$ cat config.mk
export PLATFORM = sky130hd
export DESIGN_NAME = gpio_irq_detect
export DESIGN_NICKNAME = d
export VERILOG_FILES = /design/src/rtl/gid_pkg.sv /design/src/rtl/gid_regs.sv /design/src/rtl/gid_pin_detect.sv /design/src/rtl/gid_irq_out.sv /design/src/rtl/gpio_irq_detect.sv
export SDC_FILE = /design/constraint.sdc
export NUM_CORES = 1
export LEC_CHECK = 0
export BUFFER_PORTS_ARGS = -buffer_cell sky130_fd_sc_hd__buf_2
export CAP_MARGIN = 20
export CELL_PAD_IN_SITES_DETAIL_PLACEMENT = 0
export CELL_PAD_IN_SITES_GLOBAL_PLACEMENT = 1
export CORE_MARGIN = 2
export CORE_UTILIZATION = 37
export DETAILED_ROUTE_END_ITERATION = 16
export PLACE_DENSITY = 0.74
export SLEW_MARGIN = 5
export SYNTH_ARGS = -nofsm -noshare
export SYNTH_HDL_FRONTEND = slang
export SYNTH_HIERARCHICAL = 1
export SYNTH_SLANG_ARGS = --single-unit
$ cat constraint.sdc
create_clock -name clk -period 2.8 [get_ports clk]
set_input_delay 0.56 -clock clk [delete_from_list [all_inputs] [get_ports clk]]
set_output_delay 0.56 -clock clk [all_outputs]
set_load 0.05 [all_outputs]
$ cat src/rtl/gid_pkg.sv
package gid_pkg;

  // Word offsets inside one bank (port index adds 4*p)
  localparam int OFS_STA = 'h40;
  localparam int OFS_EN  = 'h50;
  localparam int OFS_TYP = 'h60;
  localparam int OFS_CLR = 'h70;

  // Per-pin trigger setting, one bit taken from each type byte lane
  typedef struct packed {
    logic both;  // either-edge select
    logic edm;   // 1: edge mode, 0: level mode
    logic pol;   // 1: rising / high, 0: falling / low
  } trig_t;

  // True when the sampled transition matches an edge-mode setting
  function automatic logic trig_hit(trig_t t, logic prev, logic cur);
    logic rise;
    logic fall;
    rise = ~prev & cur;
    fall = prev & ~cur;
    if (!t.edm) return 1'b0;
    if (t.both) return rise | fall;
    return t.pol ? rise : fall;
  endfunction

  // True when a level-mode pin sits at its active level
  function automatic logic trig_active(trig_t t, logic cur);
    return !t.edm && (cur == t.pol);
  endfunction

endpackage

$ cat src/rtl/gid_regs.sv
module gid_regs #(
  parameter int NPORT     = 4,
  parameter int PW        = 8,
  parameter int AW        = 12,
  parameter int DW        = 32,
  parameter int UPPER_OFS = 'h80
) (
  input  logic                   clk,
  input  logic                   rst_n,
  input  logic [AW-1:0]          bus_addr,
  input  logic                   bus_wr,
  input  logic [DW-1:0]          bus_wdata,
  input  logic [NPORT*PW-1:0]    sta_i,
  output logic [DW-1:0]          bus_rdata,
  output logic [NPORT*PW-1:0]    en_o,
  output logic [NPORT*PW-1:0]    pol_o,
  output logic [NPORT*PW-1:0]    edm_o,
  output logic [NPORT*PW-1:0]    both_o,
  output logic [NPORT*PW-1:0]    clr_o
);
  import gid_pkg::*;

  localparam int PSEL_W = $clog2(NPORT);
  localparam logic [AW-1:0] A_STA = AW'(OFS_STA);
  localparam logic [AW-1:0] A_EN  = AW'(OFS_EN);
  localparam logic [AW-1:0] A_TYP = AW'(OFS_TYP);
  localparam logic [AW-1:0] A_CLR = AW'(OFS_CLR);
  localparam logic [AW-1:0] A_MEN = AW'(UPPER_OFS + OFS_EN);
  localparam logic [AW-1:0] A_MTY = AW'(UPPER_OFS + OFS_TYP);

  // Keep bits outside the mask, take new values inside it
  function automatic logic [PW-1:0] merge(logic [PW-1:0] old_v,
                                          logic [PW-1:0] new_v,
                                          logic [PW-1:0] msk);
    return (old_v & ~msk) | (new_v & msk);
  endfunction

  logic [AW-1:0]     grp;
  logic [PSEL_W-1:0] psel;
  assign grp  = {bus_addr[AW-1:4], 4'h0};
  assign psel = bus_addr[PSEL_W+1:2];

  logic wr_en, wr_men, wr_typ, wr_mty, wr_clr;
  assign wr_en  = bus_wr && (grp == A_EN);
  assign wr_men = bus_wr && (grp == A_MEN);
  assign wr_typ = bus_wr && (grp == A_TYP);
  assign wr_mty = bus_wr && (grp == A_MTY);
  assign wr_clr = bus_wr && (grp == A_CLR);

  for (genvar p = 0; p < NPORT; p++) begin : g_port
    localparam int LO = p * PW;
    logic          sel;
    logic [PW-1:0] en_r, pol_r, edm_r, both_r;
    logic [PW-1:0] tmsk;
    assign sel  = (psel == PSEL_W'(p));
    assign tmsk = bus_wdata[4*PW-1:3*PW];

    always_ff @(posedge clk) begin
      if (!rst_n) begin
        en_r   <= '0;
        pol_r  <= '0;
        edm_r  <= '0;
        both_r <= '0;
      end else if (sel) begin
        if (wr_en)
          en_r <= bus_wdata[PW-1:0];
        else if (wr_men)
          en_r <= merge(en_r, bus_wdata[PW-1:0], bus_wdata[2*PW-1:PW]);
        if (wr_typ) begin
          pol_r  <= bus_wdata[PW-1:0];
          edm_r  <= bus_wdata[2*PW-1:PW];
          both_r <= bus_wdata[3*PW-1:2*PW];
        end else if (wr_mty) begin
          pol_r  <= merge(pol_r,  bus_wdata[PW-1:0],      tmsk);
          edm_r  <= merge(edm_r,  bus_wdata[2*PW-1:PW],   tmsk);
          both_r <= merge(both_r, bus_wdata[3*PW-1:2*PW], tmsk);
        end
      end
    end

    assign en_o[LO +: PW]   = en_r;
    assign pol_o[LO +: PW]  = pol_r;
    assign edm_o[LO +: PW]  = edm_r;
    assign both_o[LO +: PW] = both_r;
    assign clr_o[LO +: PW]  = (sel && wr_clr) ? bus_wdata[PW-1:0] : '0;
  end

  // Read mux, combinational on the address
  always_comb begin
    bus_rdata = '0;
    if (grp == A_STA)
      bus_rdata = DW'(sta_i[int'(psel)*PW +: PW]);
    else if (grp == A_EN)
      bus_rdata = DW'(en_o[int'(psel)*PW +: PW]);
    else if (grp == A_TYP)
      bus_rdata = DW'({both_o[int'(psel)*PW +: PW],
                       edm_o[int'(psel)*PW +: PW],
                       pol_o[int'(psel)*PW +: PW]});
  end

endmodule

$ cat src/rtl/gid_pin_detect.sv
module gid_pin_detect (
  input  logic          clk,
  input  logic          rst_n,
  input  logic          pin,
  input  gid_pkg::trig_t cfg,
  input  logic          clr,
  output logic          hit_o,
  output logic          sta_o
);
  import gid_pkg::*;

  logic prev_q;
  logic sta_q;
  logic act;
  logic sta_d;

  assign hit_o = trig_hit(cfg, prev_q, pin);
  assign act   = trig_active(cfg, pin);

  // Edge mode: sticky, edge beats clear. Level mode: track active level.
  always_comb begin
    if (cfg.edm) sta_d = hit_o | (sta_q & ~clr);
    else         sta_d = act;
  end

  always_ff @(posedge clk) begin
    if (!rst_n) begin
      prev_q <= 1'b0;
      sta_q  <= 1'b0;
    end else begin
      prev_q <= pin;
      sta_q  <= sta_d;
    end
  end

  assign sta_o = sta_q;

  a_r4_edge_sets: assert property (@(posedge clk) disable iff (!rst_n)
    hit_o |=> sta_q);

  a_r5_edge_holds: assert property (@(posedge clk) disable iff (!rst_n)
    (cfg.edm && sta_q && !clr) |=> sta_q);

  a_r6_clear_drops: assert property (@(posedge clk) disable iff (!rst_n)
    (cfg.edm && sta_q && clr && !hit_o) |=> !sta_q);

endmodule

$ cat src/rtl/gid_irq_out.sv
module gid_irq_out #(
  parameter int NPIN = 32
) (
  input  logic            clk,
  input  logic            rst_n,
  input  logic [NPIN-1:0] sta_i,
  input  logic [NPIN-1:0] en_i,
  output logic            irq_o
);
  logic [NPIN-1:0] pend;
  logic            any_pend;

  assign pend     = sta_i & en_i;
  assign any_pend = |pend;

  always_ff @(posedge clk) begin
    if (!rst_n) irq_o <= 1'b0;
    else        irq_o <= any_pend;
  end

endmodule

$ cat src/rtl/gpio_irq_detect.sv
module gpio_irq_detect #(
  parameter int NPORT     = 4,
  parameter int PW        = 8,
  parameter int AW        = 12,
  parameter int DW        = 32,
  parameter int UPPER_OFS = 'h80
) (
  input  logic                clk,
  input  logic                rst_n,
  input  logic [NPORT*PW-1:0] pin_lvl,
  input  logic [AW-1:0]       bus_addr,
  input  logic                bus_wr,
  input  logic [DW-1:0]       bus_wdata,
  output logic [DW-1:0]       bus_rdata,
  output logic                irq
);
  import gid_pkg::*;

  localparam int NPIN = NPORT * PW;

  logic [NPIN-1:0] en, pol, edm, both, clr, sta, hit;

  gid_regs #(
    .NPORT(NPORT), .PW(PW), .AW(AW), .DW(DW), .UPPER_OFS(UPPER_OFS)
  ) u_regs (
    .clk      (clk),
    .rst_n    (rst_n),
    .bus_addr (bus_addr),
    .bus_wr   (bus_wr),
    .bus_wdata(bus_wdata),
    .sta_i    (sta),
    .bus_rdata(bus_rdata),
    .en_o     (en),
    .pol_o    (pol),
    .edm_o    (edm),
    .both_o   (both),
    .clr_o    (clr)
  );

  for (genvar i = 0; i < NPIN; i++) begin : g_pin
    trig_t cfg;
    assign cfg = '{both: both[i], edm: edm[i], pol: pol[i]};
    gid_pin_detect u_pin (
      .clk  (clk),
      .rst_n(rst_n),
      .pin  (pin_lvl[i]),
      .cfg  (cfg),
      .clr  (clr[i]),
      .hit_o(hit[i]),
      .sta_o(sta[i])
    );
  end

  gid_irq_out #(.NPIN(NPIN)) u_irq (
    .clk  (clk),
    .rst_n(rst_n),
    .sta_i(sta),
    .en_i (en),
    .irq_o(irq)
  );

  a_r7_edge_wins: assert property (@(posedge clk) disable iff (!rst_n)
    ((hit & clr) != '0) |=> ((sta & $past(hit & clr)) == $past(hit & clr)));

  a_r9_irq_needs_enabled: assert property (@(posedge clk) disable iff (!rst_n)
    irq |-> ($past(sta & en) != '0));

  a_r10_irq_falls: assert property (@(posedge clk) disable iff (!rst_n)
    ((sta & en) == '0) |=> !irq);

endmodule

==> out/results.txt <==
Result of the run - complete, no violations
Post CTS Setup Buffer Count - 0
Seq. cell area - 3860 sq um
Post-Syn Instances - 1197
Worst-case headroom to the max-slew limit - 63.6%
Fraction of synthesis flops using an asynchronous set or reset pin - 0%
Rows - 64
Min-delay worst type - input pin to flip-flop
Placed Area - 12500 sq um
Worst endpoint required time - 2.24 ns
Global-route layer with the greatest usage - met2
Total power divided by cell area - 450 nW/um^2
Longest individual stage delay on the worst path - 0.51 ns
Layout cells sized above 1 - 18.2%
Number of fillers in the final layout - 2975
Master of the slowest instance on the critical path - sky130_fd_sc_hd__mux4_2
Leak pwr - 5.95 nW
Final wirelength - 31700 um
Number of library cell types mapped by synthesis - 38
Largest vdd supply drop - 380 uV
Number of buffers inserted during clock tree synthesis - 17
Number of H-tree branching levels - 4
Cells traversed along the worst timing path - buf_6 -> buf_12 -> mux4_2 -> a22oi_1 -> a21boi_2 -> buf_2
Total congestion overflow - 0
Area leader, netlist - sky130_fd_sc_hd__dfxtp_1
CP Launch Type - input pin
Prevailing post-synth register cell - sky130_fd_sc_hd__dfxtp_1
Area of combinational cells with multiple inputs - 7020 sq um
Share of Yosys cell area claimed by the top area cell type - 33.8%
Length in cells of the worst reg-to-reg path - 5
Register bit count reported by yosys - 193
Final sum of negative setup slack - 0 ns
Largest net degree at the start of global routing - 64
Fin area - 13100 sq um
Met3 capacity usage during global routing - 2.71%
NetSw - 1.53 mW
DR vias/cell - 5.37
Avg Synthesized Cell Area - 9.55 sq um
Kind of critical path - input pin to primary output
Global-route wire length before repair - 50800 um
Die Height - 180 um
P&R area growth vs syn - 14.8%
Sequential element share of the synthesized area - 33.8%
Final Wtd Congestion - 0.845
Number of warning messages in the yosys log - 6
Met1 track demand over resource - 27.2%
Hold violation count in the final report - 0
Synth area leaders - sky130_fd_sc_hd__dfxtp_1 (34%), sky130_fd_sc_hd__mux2i_1 (8.4%), sky130_fd_sc_hd__mux4_2 (7.9%), sky130_fd_sc_hd__ha_1 (7.0%), sky130_fd_sc_hd__nand2_1 (6.1%)
Internal power component - 4.37 mW
Count of inserted antenna diode cells - 0
Switching power as a share of total power - 26.0%
Unrepaired setup endpoints after global routing - no
Overall via count from detail_route - 9067
Wirelength per Cell - 18.8 um
Synth Cell Area - 11400 sq um
Number of clock sinks - 193
Nets - 1423
Maximum Capacitance Violations - 0
Final Instance Count excl. Fillers - 1689
Critical R2R Capture - g_pin[27].u_pin/sta_o
Number of detailed-route iterations in the first pass - 5
Crit path arrival time - 2.06 ns
Final worst clock skew - 0.00975 ns
Final setup violation count - 0
End point of the most critical hold path - g_pin[2].u_pin/prev_q
TritonCTS clock tree - built
Final routed DRC violation total - 0
Starting utilization of the core area - 37.5%
Min-delay src - pin_lvl[2]
Clk root buf - sky130_fd_sc_hd__clkbuf_16
Leading cell types in the layout, fill and taps excluded - sky130_fd_sc_hd__dfxtp_1 (193), sky130_fd_sc_hd__nand2_1 (185), sky130_fd_sc_hd__buf_2 (99), sky130_fd_sc_hd__mux2i_1 (96)
Timing-limited maximum frequency - 381 MHz
DPL Wire Length - 22800 um
Die extent in x - 180 um
Critical Path End Type - primary output
Clock input transition at the sequential cells of the worst setup and hold paths - 0.08 ns
Post-layout utilization of the core - 43.0%
Port Buffer Count - 101
Most common cell after layout, fill and taps aside - sky130_fd_sc_hd__dfxtp_1
Die area - 32300 sq um
R2R Setup Slk - 1.42 ns
Final critical delay including setup and external delays - 2.62 ns
Iteration-0 DRC Markers - 696
Fin. max-slew vios - 0
Transition at the pin with the smallest max-transition slack - 0.544 ns
Sequential share of power - 48.1%
Biggest fanout along the worst timing path - 14
Clock group share of total power - 42.0%
Worst hold slack - 0.384 ns
Number of antenna violations at the first check in global routing - 0
Worst-skew pair later-pin latency - 0.44 ns
Final clock period utilization by the worst path - 93.6%
Number of flops mapped to enable cells by yosys - 0
I/O pin total - 112
ANT nets after route - 0
Number of hold buffers added after cts - 0
Met2 global-route usage - 32.2%
Origin of the critical flop-to-flop path - g_pin[27].u_pin/prev_q
Comb pwr share - 10.0%
Standard cell core area - 30500 sq um
Placed instance count - 1657
Hold-critical path depth - 2
Maximum count of clock buffers along a single path - 2
Total GRT Usage - 19.7%
Number of global-route vias before repair - 9071
==> synth_stat cells, drive strengths merged (24+ instances only) <==
library cell / number
a21boi: 40
a22oi: 24
and2: 33
buf: 30
clkbuf: 50
dfxtp: 193
ha: 64
inv: 64
mux2: 32
mux2i: 96
mux4: 40
nand2: 185
nand3b: 34
nand4: 36
nor2: 34
o211a: 32
o21a: 32
o21ai: 64
xor2: 32
==> kinds of logic after synthesis <==
kind of cell	Yosys count	share of synthesized area (%)
DFF	193	33.8
other	1	0.0328
AOI/OAI and AO/OA	193	12.0
adders and majority gates	64	7.00
xor gates and xnor gates	32	2.45
and+or+nand+nor	402	19.9
muxes	168	19.4
buffers and inverters	144	5.32
==> metal layers <==
metal | routed length, um | up-vias
met5 | 0 | -
met4 | 480 | 0
met3 | 1380 | 25
met2 | 14800 | 214
met1 | 15000 | 4439
li1 | - | 4389
==> worst max-delay path, delay by kind of cell <==
family | cells | cell delay, ns
multiplexers | 1 | 0.51
AO/OA/AOI/OAI | 2 | 0.36
buffers and inverters | 3 | 0.62
==> cell type report <==
class	count	share of cell area, %
Clock buffer	20	3.40
Multi-Input combinational cell	867	53.5
Tap cell	396	3.78
Sequential cell	193	29.4
Clock inverter	12	1.00
Timing Repair Buffer	137	7.06
Inverter	64	1.83
==> power by group through the flow <==
stage / Combinational (mW) / Sequential [mW] / Clock, mW
6_report: 0.588 / 2.84 / 2.48
3_5_place_dp: 0.591 / 2.90 / 0
5_1_grt: 0.653 / 2.84 / 2.66
3_3_place_gp: 0.578 / 2.90 / 0
2_1_floorplan: 0.354 / 2.88 / 0
4_1_cts: 0.594 / 2.84 / 2.53
==> stage by stage <==
step           setup WS, ns  total power, mW
6_report              0.178             5.91
5_1_grt              0.0754             6.16
4_1_cts               0.103             5.96
3_5_place_dp          0.106             3.49
3_3_place_gp          0.117             3.48
2_1_floorplan         0.132             3.23
==> worst max path at each step <==
| stage | end | startpoint | slack, ns |
|---|---|---|---|
| after global placement | bus_rdata[3] | bus_addr[2] | 0.12 |
| after floorplan | bus_rdata[0] | bus_addr[3] | 0.13 |
| after CTS | bus_rdata[4] | bus_addr[2] | 0.10 |
| after global routing | bus_rdata[2] | bus_addr[2] | 0.08 |
| final | bus_rdata[6] | bus_addr[2] | 0.18 |
| after detailed placement | bus_rdata[6] | bus_addr[2] | 0.11 |
==> repair_timing <==
action / in CTS / in global routing
hold endpoints to repair: 0 / 0
resized for setup: 0 / 1
endpoints found under the setup margin: 0 / 2
No activity file was read; power rests on OpenSTA's default activity.
